`src/rtl/mc_pkg.sv`:
```
package mc_pkg;
  localparam int N_LIT     = 6;
  localparam int N_XTRA    = 2;
  localparam int N_PT      = 8;
  localparam int FLD_W     = 2;
  localparam int TERM_W    = N_LIT * FLD_W;
  localparam int PLANE_W   = N_PT * TERM_W;
  localparam int OFS_XEN   = 1;
  localparam int OFS_PEN   = OFS_XEN + N_XTRA;
  localparam int OFS_PLANE = OFS_PEN + N_PT;
  localparam int CFG_W     = OFS_PLANE + PLANE_W;

  // Product term: each field bit vetoes one polarity of its literal.
  function automatic logic term_value(input logic [TERM_W-1:0] fld,
                                      input logic [N_LIT-1:0]  lit);
    logic v;
    v = 1'b1;
    for (int i = 0; i < N_LIT; i++) begin
      if (fld[FLD_W*i]   && !lit[i]) v = 1'b0;
      if (fld[FLD_W*i+1] &&  lit[i]) v = 1'b0;
    end
    return v;
  endfunction

  function automatic logic or_sum(input logic [N_PT-1:0]   pt,
                                  input logic [N_PT-1:0]   pen,
                                  input logic [N_XTRA-1:0] x,
                                  input logic [N_XTRA-1:0] xen);
    return (|(pt & pen)) | (|(x & xen));
  endfunction
endpackage

```
`src/rtl/mc_cfg_chain.sv`:
```
module mc_cfg_chain #(
  parameter int W = mc_pkg::CFG_W
) (
  input  logic         clk,
  input  logic         rst,
  input  logic         shift_en,
  input  logic         din,
  output logic [W-1:0] cfg_q
);
  always_ff @(posedge clk) begin
    if (rst)           cfg_q <= '0;
    else if (shift_en) cfg_q <= {cfg_q[W-2:0], din};
  end


  shift_in_chk: assert property (@(posedge clk) disable iff (rst)
    shift_en |=> (cfg_q[0] == $past(din)) && (cfg_q[W-1:1] == $past(cfg_q[W-2:0])));


  cfg_hold_chk: assert property (@(posedge clk) disable iff (rst)
    !shift_en |=> $stable(cfg_q));
endmodule

```
`src/rtl/mc_and_plane.sv`:
```
module mc_and_plane #(
  parameter int N_LIT = mc_pkg::N_LIT,
  parameter int N_PT  = mc_pkg::N_PT,
  localparam int TW   = N_LIT * mc_pkg::FLD_W
) (
  input  logic [N_PT*TW-1:0] plane,
  input  logic [N_LIT-1:0]   lit,
  output logic [N_PT-1:0]    pt
);
  for (genvar t = 0; t < N_PT; t++) begin : g_term
    assign pt[t] = mc_pkg::term_value(plane[t*TW +: TW], lit);
  end
endmodule

```
`src/rtl/mc_or_stage.sv`:
```
module mc_or_stage #(
  parameter int N_PT   = mc_pkg::N_PT,
  parameter int N_XTRA = mc_pkg::N_XTRA
) (
  input  logic [N_PT-1:0]   pt,
  input  logic [N_PT-1:0]   pen,
  input  logic [N_XTRA-1:0] x,
  input  logic [N_XTRA-1:0] xen,
  output logic              sum
);
  assign sum = mc_pkg::or_sum(pt, pen, x, xen);
endmodule

```
`src/rtl/mc_out_reg.sv`:
```
module mc_out_reg (
  input  logic clk,
  input  logic rst,
  input  logic hold,
  input  logic sum,
  input  logic reg_sel,
  output logic q,
  output logic f_out
);
  always_ff @(posedge clk) begin
    if (rst || hold) q <= 1'b0;
    else             q <= sum;
  end

  assign f_out = hold ? 1'b0 : (reg_sel ? q : sum);


  out_low_cfg_chk: assert property (@(posedge clk) disable iff (rst)
    hold |-> !f_out);


  ff_clear_cfg_chk: assert property (@(posedge clk) disable iff (rst)
    hold |=> !q);


  ff_capture_chk: assert property (@(posedge clk) disable iff (rst)
    (!hold && !rst) |=> (q == $past(sum)));
endmodule

```
`src/rtl/cpld_macrocell.sv`:
```
module cpld_macrocell #(
  parameter int N_LIT  = mc_pkg::N_LIT,
  parameter int N_XTRA = mc_pkg::N_XTRA,
  parameter int N_PT   = mc_pkg::N_PT,
  localparam int CW    = 1 + N_XTRA + N_PT + N_PT * N_LIT * mc_pkg::FLD_W,
  localparam int O_XEN = 1,
  localparam int O_PEN = O_XEN + N_XTRA,
  localparam int O_PL  = O_PEN + N_PT
) (
  input  logic              clk,
  input  logic              rst,
  input  logic              cfg_en,
  input  logic              cfg_din,
  input  logic [N_LIT-1:0]  lit_in,
  input  logic [N_XTRA-1:0] xtra_in,
  output logic              f_out
);
  logic [CW-1:0]     cfg_q;
  logic [N_PT-1:0]   pt;
  logic [N_PT-1:0]   pen;
  logic [N_XTRA-1:0] xen;
  logic              reg_sel;
  logic              sum;
  logic              ff_q;

  assign reg_sel = cfg_q[0];
  assign xen     = cfg_q[O_XEN +: N_XTRA];
  assign pen     = cfg_q[O_PEN +: N_PT];

  mc_cfg_chain #(.W(CW)) u_chain (
    .clk(clk), .rst(rst), .shift_en(cfg_en), .din(cfg_din), .cfg_q(cfg_q)
  );

  mc_and_plane #(.N_LIT(N_LIT), .N_PT(N_PT)) u_and (
    .plane(cfg_q[CW-1:O_PL]), .lit(lit_in), .pt(pt)
  );

  mc_or_stage #(.N_PT(N_PT), .N_XTRA(N_XTRA)) u_or (
    .pt(pt), .pen(pen), .x(xtra_in), .xen(xen), .sum(sum)
  );

  mc_out_reg u_out (
    .clk(clk), .rst(rst), .hold(cfg_en), .sum(sum), .reg_sel(reg_sel),
    .q(ff_q), .f_out(f_out)
  );


  comb_path_chk: assert property (@(posedge clk) disable iff (rst)
    (!cfg_en && !reg_sel) |-> (f_out == sum));


  empty_sum_chk: assert property (@(posedge clk) disable iff (rst)
    (pen == '0 && xen == '0) |-> !sum);


  reset_clear_chk: assert property (@(posedge clk)
    rst |=> (!ff_q && cfg_q == '0));
endmodule

```
`config.mk`:
```
export PLATFORM = sky130hd
export DESIGN_NAME = cpld_macrocell
export DESIGN_NICKNAME = d
export VERILOG_FILES = /design/src/rtl/mc_pkg.sv /design/src/rtl/mc_cfg_chain.sv /design/src/rtl/mc_and_plane.sv /design/src/rtl/mc_or_stage.sv /design/src/rtl/mc_out_reg.sv /design/src/rtl/cpld_macrocell.sv
export SDC_FILE = /design/constraint.sdc
export NUM_CORES = 1
export LEC_CHECK = 0
export CAP_MARGIN = 40
export CORE_MARGIN = 8
export CORE_UTILIZATION = 50
export DETAILED_ROUTE_END_ITERATION = 8
export DONT_BUFFER_PORTS = 1
export GPL_ROUTABILITY_DRIVEN = 0
export GPL_TIMING_DRIVEN = 0
export PLACE_DENSITY = 0.75
export SETUP_SLACK_MARGIN = 0.3
export SLEW_MARGIN = 20
export SYNTH_ARGS = -nofsm -noshare
export SYNTH_HDL_FRONTEND = slang
export SYNTH_HIERARCHICAL = 1
export SYNTH_SLANG_ARGS = --single-unit
```
`constraint.sdc`:
```
create_clock -name clk -period 1.7 [get_ports clk]
set_clock_uncertainty 0.2 [all_clocks]
set_input_delay 0.17 -clock clk [delete_from_list [all_inputs] [get_ports clk]]
set_output_delay 0.17 -clock clk [all_outputs]
set_load 0.01 [all_outputs]
```
* Word-level counts from Yosys, hierarchy flattened
Index checks and enable logic that the tools add are counted.
** Operators by class
- Multiplexer cells :: 98
- Bitwise logic cells :: 3
- Reduce and logical (&&, ||, !) cells :: 105
** Operators by type and width (number)
- 1-bit 2-to-1 mux :: 98
- 1-bit logical AND :: 96
- 8-bit AND :: 1
- 8-bit OR reduction :: 1
- 1-bit logical NOT :: 6
- 2-bit AND :: 1
- 2-bit OR reduction :: 1
- 1-bit logical OR :: 1
- 1-bit OR :: 1
** Word-level totals
- Flip-flop bits (word level) :: 108
- Bits of input ports :: 12
- Output and inout bits :: 1
- Word-level logic and storage cells :: 208

* Logic depth before layout (Yosys ltp)
Gate-level depths: netlist of the first run.
- Word-level depth :: 19
- Gate-level depth with buffers :: 9
- Gate-level depth less buffers :: 8

* Hierarchy
The synthesis of the first run kept the hierarchy.
** Modules (own cells, without submodules)
- mc_cfg_chain :: times used 1, cells each 345, area an instance 3781.1 µm², sequential area each 2142.1 µm²
- mc_and_plane :: times used 1, cells each 86, area an instance 711.9 µm², sequential area each 0.0 µm²
- mc_or_stage :: times used 1, cells each 6, area an instance 52.6 µm², sequential area each 0.0 µm²
- mc_out_reg :: times used 1, cells each 4, area an instance 41.3 µm², sequential area each 20.0 µm²

* Least setup slack after synthesis of the first run
OpenSTA, ideal clock, no wires.
- Path kind :: input to output
- Start :: in lit_in[4]
- End :: out f_out
- Arrival :: 1.273 ns
- Required time :: 1.330 ns
- Path slack :: 0.057 ns
- Cell stages on the path :: 9
- Path buffers :: 1
- Path through :: buf_2 mux2i_1 nand2_1 nor3_2 a22o_1 a221oi_2 nand4_1 mux2i_1 nor2_1
** Between the ends
- Word-level cells in the longest chain between the ends :: 11
- Elaborated cells on any way between the ends :: 54
- Classes of those cells :: mux: 34; bitwise: 2; reduce/logical: 18
** Ends and longest elaborated chain
- start: declaration :: line cpld_macrocell.sv:14 : input logic [N_LIT-1:0] lit_in,
- 1-bit logical NOT :: line mc_pkg.sv:19 : if (fld[FLD_W*i] && !lit[i]) v = 1'b0;
- 1-bit logical AND :: line mc_pkg.sv:19
- 1-bit 2-to-1 mux :: line mc_pkg.sv:19
- 1-bit 2-to-1 mux * :: line mc_pkg.sv:20 : if (fld[FLD_W*i+1] && lit[i]) v = 1'b0;
- 1-bit 2-to-1 mux * :: line mc_pkg.sv:19
- 1-bit 2-to-1 mux * :: line mc_pkg.sv:20
- net pt[7] :: line cpld_macrocell.sv:19 : logic [N_PT-1:0] pt;
- 8-bit AND * :: line mc_pkg.sv:29 : return (|(pt & pen)) | (|(x & xen));
- 8-bit OR reduction * :: line mc_pkg.sv:29
- 1-bit OR * :: line mc_pkg.sv:29
- net sum :: line cpld_macrocell.sv:23 : logic sum;
- 1-bit 2-to-1 mux * (2 in series) :: line mc_out_reg.sv:15 : assign f_out = hold ? 1'b0 : (reg_sel ? q : sum);
- end: declaration :: line cpld_macrocell.sv:16 : output logic f_out
Mark *: on every way through the listed nets, which the timed path passes. The rest lies on a longest branch.

* Worst setup path after layout of the first run
- Start :: reg u_chain.cfg_q[100]
- End :: out f_out
** Between the ends
- Word-level cells in the longest chain between the ends :: 13
** Ends and longest elaborated chain
- start: declaration :: line mc_cfg_chain.sv:8 : output logic [W-1:0] cfg_q
- start signal: assignment :: line mc_cfg_chain.sv:12 : else if (shift_en) cfg_q <= {cfg_q[W-2:0], din};
- 1-bit logical AND :: line mc_pkg.sv:20
- 1-bit 2-to-1 mux :: line mc_pkg.sv:20
- 1-bit 2-to-1 mux :: line mc_pkg.sv:19
- 1-bit 2-to-1 mux :: line mc_pkg.sv:20
- 1-bit 2-to-1 mux :: line mc_pkg.sv:19
- 1-bit 2-to-1 mux :: line mc_pkg.sv:20
- 1-bit 2-to-1 mux :: line mc_pkg.sv:19
- 1-bit 2-to-1 mux :: line mc_pkg.sv:20
- net pt[7] :: line cpld_macrocell.sv:19
- 8-bit AND :: line mc_pkg.sv:29
- 8-bit OR reduction :: line mc_pkg.sv:29
- 1-bit OR :: line mc_pkg.sv:29
- net sum :: line cpld_macrocell.sv:23
- 1-bit 2-to-1 mux (2 in series) :: line mc_out_reg.sv:15
The timed path passes the listed nets, and every way through them passes these cells.

==> results of run 1 <==
-- worst max-delay path: cells and delay by family (launching register included) --
kind | cells | cell delay [ns]
compound gates | 2 | 0.40
simple gates | 4 | 0.39
flops | 1 | 0.35
mux | 2 | 0.30
-- sequential cells by signal, summed over array words and instances, names as in the netlist --
name and count:
u_chain/cfg_q 107, u_out/q 1
-- stage by stage --
step	instances	util (%)	area, um^2
2_1_floorplan	441	-	4630
3_3_place_gp	552	52.6	4770
3_5_place_dp	552	52.6	4770
4_1_cts	577	56.2	5100
5_1_grt	578	56.4	5120
6_report	578	56.4	5120
-- area by class of cell --
| class | count | share of cell area (%) |
|---|---|---|
| Buffer | 30 | 5.23 |
| Clock buffer | 10 | 2.69 |
| Clock inverter | 6 | 1.81 |
| Multi-Input combinational cell | 303 | 43.4 |
| Sequential cell | 108 | 42.5 |
| Tap cell | 111 | 2.71 |
| Timing Repair Buffer | 10 | 1.61 |
-- logic make-up after synthesis --
family,share of synthesized area [%]
multiplexers,34.0
AND/OR/NAND/NOR,12.8
flip-flops,47.1
buffers and inverters,4.96
AO/OA/AOI/OAI,1.01
-- cell usage in the layout, fill, tap and decap left out, types with 5 or more instances in the layout --
cell type / instances
nand2_1: 24
dfxtp_1: 97
clkbuf_1: 7
buf_8: 5
nor2_1: 107
nor3_2: 6
mux2i_1: 155
dfxtp_2: 11
buf_4: 16
clkbuf_8: 10
-- metal layers --
metal | vias to the layer above | track usage [%] | wire [um]
met5 | - | 0 | 0
met4 | 0 | 3.56 | 80
met1 | 1425 | 16.7 | 4000
met3 | 7 | 3.79 | 212
li1 | 1534 | - | -
met2 | 28 | 23.4 | 4180
-- where the power goes --
group	switching (uW)	internal, uW	leakage, uW
combinational	155	130	0.00143
clock	853	880	0.000110
sequential	3.51	2530	0.000875
total	1010	3540	0.00242
-- path summary, 6_finish.rpt --
check | end | cells past startpoint
setup / recovery | f_out | 8
hold / removal | u_chain/cfg_q[3] | 3
setup reg to reg | u_out/q | 8
hold reg to reg | u_chain/cfg_q[101] | 2
-- repair_timing --
item,4_1_cts,5_1_grt
hold endpoints to repair,2,0
resized for setup,13,2
hold buffers,3,0
setup endpoints to repair,2,2
pin swaps,4,1
buffers inserted,6,1
==> metrics.txt, run 1 <==
Tmin final=2.16 ns; CTS max path bufs=2; asr flop ratio synth=0%; die width=112 um; RSZ-0062 raised after global routing=yes; Die ar.=12500 um^2; WL/cell=14.7 um; class of the worst hold path=input pin to flop; overall routing resource usage=13.7%; critical path capture point type=output port; post-synthesis sequential area ratio=47.1%; reg-to-reg startpoint=u_chain/cfg_q[100]; Yosys reg bits=108; Multi-input gate area=2220 um^2; DRT iter0 DRCs=133; final net count=474; number of distinct library cells after synthesis=16; H-tree levels=3; Post-synth EDFFs=0; PwrDens=890 nW/um^2; WS Path Type=flop to output port; largest net degree at the start of global routing=19; worst path arrival time=1.79 ns; Worst slew margin=70.9%; Vias/cell=5.18; Peak Freq=462 MHz; Worst path max stage delay=0.35 ns; first-pass GRT wire length=13800 um; Final Routed Wirelength=8480 um; syn_area_per_cell=10.4 um^2; dpl ws=-0.203 ns; peak supply drop=0.000583 V; final setup fails=2; Ys Warns=6; Crit-path slowest cell=dfxtp_2; cell with the most instances after synthesis=mux2i_1; DPL Wire Length=5710 um; Port Buf Inserts=0; drt drc=0; Required @ worst endpoint=1.33 ns; GRT Residual Overflow=0; CP Max Fanout=2; root buffer cell=clkbuf_8; Final Max Tran Viols=0; Num CTS Buffers=9; filler cell count=798; Gate Count Post-Synth=441; ranking of synthesized cells by area=dfxtp_1 47%, mux2i_1 34%, nor2_1 8.8%; Syn Nets=453; Clock Sinks=108; core area=9060 um^2; initial antenna violation count=0; CTS tree=built; worst-path cell chain=mux2i_2, nand2_1, nor3_2, a22o_1, a221oi_2, nand4_1, mux2i_1, nor2_2; worst hold path startpoint=rst; predominant post-synthesis flop cell=dfxtp_1; ant diodes=0; area delta synth->final=11.5%; FP Rows=35; area fraction of the dominant cell type after synthesis=47.1%; Tot Pwr=4550 uW; FF+latch area=2180 um^2; Die H=112 um; vias in the first global route=2898; Final TNS setup=-0.487 ns; critical path launch point=u_chain/cfg_q[100]; Min Hold Slack=0.0850 ns; Post-Synthesis Cell Area=4590 um^2; commonest cells in the netlist=156 x mux2i_1, 108 x dfxtp_1, 108 x nor2_1; I/O pins=13; Worst-path clk slew=0.10 ns; Setup crit start kind=flop; Initial Util=50.6%; status=complete, but fails checks; layout cells sized above 1=14.1%; largest area contributor in the netlist=dfxtp_1; failing checks=setup timing; Via Count=2994; Final WS setup=-0.462 ns; Worst-Skew Late Latency=0.36 ns; final hold violation count=0; Tcrit/Tclk final=127%; max_cap viols=0; LEAKAGE=0.00242 uW; Routed Antenna Nets=0; worst-margin pin slew=0.436 ns; r2r setup slk=-0.02 ns; Detailed Routing Iterations Pass 1=4
(Power assumes the default switching activity.)
==> inputs of run 2 (changes only) <==
--- a/config.mk
+++ b/config.mk
@@ -12,7 +12,7 @@
 export DONT_BUFFER_PORTS = 1
 export GPL_ROUTABILITY_DRIVEN = 0
 export GPL_TIMING_DRIVEN = 0
-export PLACE_DENSITY = 0.75
+export PLACE_DENSITY_LB_ADDON = 0.2
 export SETUP_SLACK_MARGIN = 0.3
 export SLEW_MARGIN = 20
 export SYNTH_ARGS = -nofsm -noshare
==> run 2 against run 1 <==
Compared with the run above:
- the flow still finishes with violations (setup timing)
- critical path depth is the same
- via count rose by 0.20%
- wire length rose by 0.72%
- register-to-register slack improved by 0.11 ns
- worst hold slack worse by 0.082 ns
==> metrics.txt, run 2 (synthesis gave the netlist of run 1 again) <==
commonest non-fill, non-tap cell in the layout=mux2i_1; Peak Freq=464 MHz (+0.26%); dpl cells=552 (unchanged); biggest registers after layout=u_chain/cfg_q (107), u_out/q (1); worst-margin pin slew=0.445 ns (+0.00871 ns); worst r2r path cells=7 (-1); H-tree levels=3 (unchanged); Port Buf Inserts=0 (unchanged); Num CTS Buffers=9 (unchanged); Hold Path Depth=3 (unchanged); Clock Sinks=108 (unchanged); dpl ws=-0.177 ns (+0.0263 ns); worst path arrival time=1.79 ns (about the same); Final Routed Wirelength=8540 um (+0.72%); Die H=112 um (unchanged); Worst-path clk slew=0.09 ns (about the same); core area=9060 um^2 (unchanged); layout cells sized above 1=13.1% (-0.99 points); class of the worst hold path=input pin to flop; Worst-Skew Late Latency=0.36 ns (about the same); Vias/cell=5.22 (+0.72%); first-pass GRT wire length=14000 um (+1.4%); final setup fails=1 (-1); vias in the first global route=2895 (-0.10%); GRT Residual Overflow=0 (unchanged); initial antenna violation count=0 (unchanged); peak supply drop=0.000476 V (-18%); Final Max Tran Viols=0 (unchanged); largest net degree at the start of global routing=17 (-2); I/O pins=13 (unchanged); overall routing resource usage=13.9% (+0.20 points); Multi-input gate area=2200 um^2 (-0.73%); CTS max path bufs=2 (unchanged); worst r2r dst=u_out/q; Via Count=3000 (+0.20%); Setup crit start kind=flop; RSZ-0062 raised after global routing=yes; status=complete, but fails checks; Required @ worst endpoint=1.33 ns (about the same); Tmin final=2.16 ns (-0.00570 ns); CP Max Fanout=2 (unchanged); CTS tree=built; PwrDens=906 nW/um^2 (+1.9%); Layout Cells excl Fill=575 (-0.52%); DPL Wire Length=5760 um (+0.88%); WL/cell=14.8 um (+1.2%); FP Rows=35 (unchanged); root buffer cell=clkbuf_8; Initial Util=50.6% (unchanged); FF+latch area=2180 um^2 (unchanged); DRT iter0 DRCs=91 (-32%); final hold violation count=0 (unchanged); max reg flops=107 (unchanged); Routed Antenna Nets=0 (unchanged); Min Hold Slack=0.00336 ns (-0.0817 ns); Worst slew margin=70.4% (-0.58 points); Worst Hold End=u_out/q; reg-to-reg startpoint=u_chain/cfg_q[101]; die width=112 um (unchanged); commonest non-fill, non-tap cells in the layout=156 x mux2i_1, 107 x nor2_1, 97 x dfxtp_1; r2r setup slk=0.09 ns (+0.11 ns); drt drc=0 (unchanged); Final WS setup=-0.457 ns (+0.00570 ns); filler cell count=849 (+6.4%); Post-Place Cell Area=4770 um^2 (unchanged); LEAKAGE=0.00240 uW (-0.68%); Top reg by flops=u_chain/cfg_q; final instance area=5080 um^2 (-0.64%); ant diodes=0 (unchanged); area delta synth->final=10.8%; final net count=471 (-0.63%); WS Path Type=flop to output port; failing checks=setup timing; Die ar.=12500 um^2 (unchanged); Detailed Routing Iterations Pass 1=4 (unchanged); Tcrit/Tclk final=127% (-0.33 points); worst hold path startpoint=xtra_in[0]; critical path capture point type=output port; max_cap viols=0 (unchanged)
-- run 2: cell types whose count changed in the layout (fill, tap and decap cells not counted), sizes merged --
| cell | before | now |
|---|---|---|
| buf | 30 | 27 |
| clkbuf | 17 | 20 |
| clkinvlp | 2 | 1 |
| inv | 2 | 0 |
-- run 2: how the worst max path moves through the flow --
stage                        from     to  slack, ns  depth (start not counted)
2_1_floorplan           lit_in[2]  f_out       0.15                          9
3_3_place_gp            lit_in[1]  f_out      -0.18                          9
3_5_place_dp            lit_in[3]  f_out      -0.18                          9
4_1_cts         u_chain/cfg_q[99]  f_out      -0.49                          8
5_1_grt        u_chain/cfg_q[105]  f_out      -0.57                          8
6_report       u_chain/cfg_q[102]  f_out      -0.46                          8
-- run 2: critical path: stages, from the launching register on --
cell and delay (ns):
dfxtp_2 0.33, mux2i_1 0.15, nand2_1 0.08, nor3_2 0.22, a22o_1 0.20, a221oi_2 0.04
nand4_1 0.13, mux2i_1 0.11, nor2_2 0.17
-- run 2: through the flow --
step                      utilization (%)  total power, uW  TNS, ns
after floorplan                         -             2820        0
after global placement               52.6             2870   -0.177
after detailed placement             52.6             2870   -0.177
after CTS                            55.8             4660   -0.493
after global routing                 56.1             4770   -0.567
final                                56.1             4610   -0.457
-- run 2: metal layers --
layer	up-vias	share of wire, %	global-route usage, %
met5	-	0	0
met4	0	1.2	4.65
met3	9	2.6	3.19
met2	40	47	22.2
met1	1420	50	18.2
li1	1531	-	-
-- run 2: final cells by class --
cell class                 instances  area share (%)
sequential                       108            42.8
clock inverter                     3            1.33
clock buffer                      13            3.32
timing repair buffer               7            1.18
tap                              111            2.73
multi-input combinational        303            43.4
buffer                            30            5.27
-- run 2: what timing repair did --
action	4_1_cts	5_1_grt
gates resized for setup	11	1
hold buffers	3	0
pin swaps	5	4
setup endpoints to repair	2	2
buffers inserted	1	3
endpoints found under the hold margin	2	0
-- run 2: report_power, final --
part           switching, uW  internal [uW]
sequential              3.12           2530
clock                    836            953
combinational            156            129
total                    995           3610
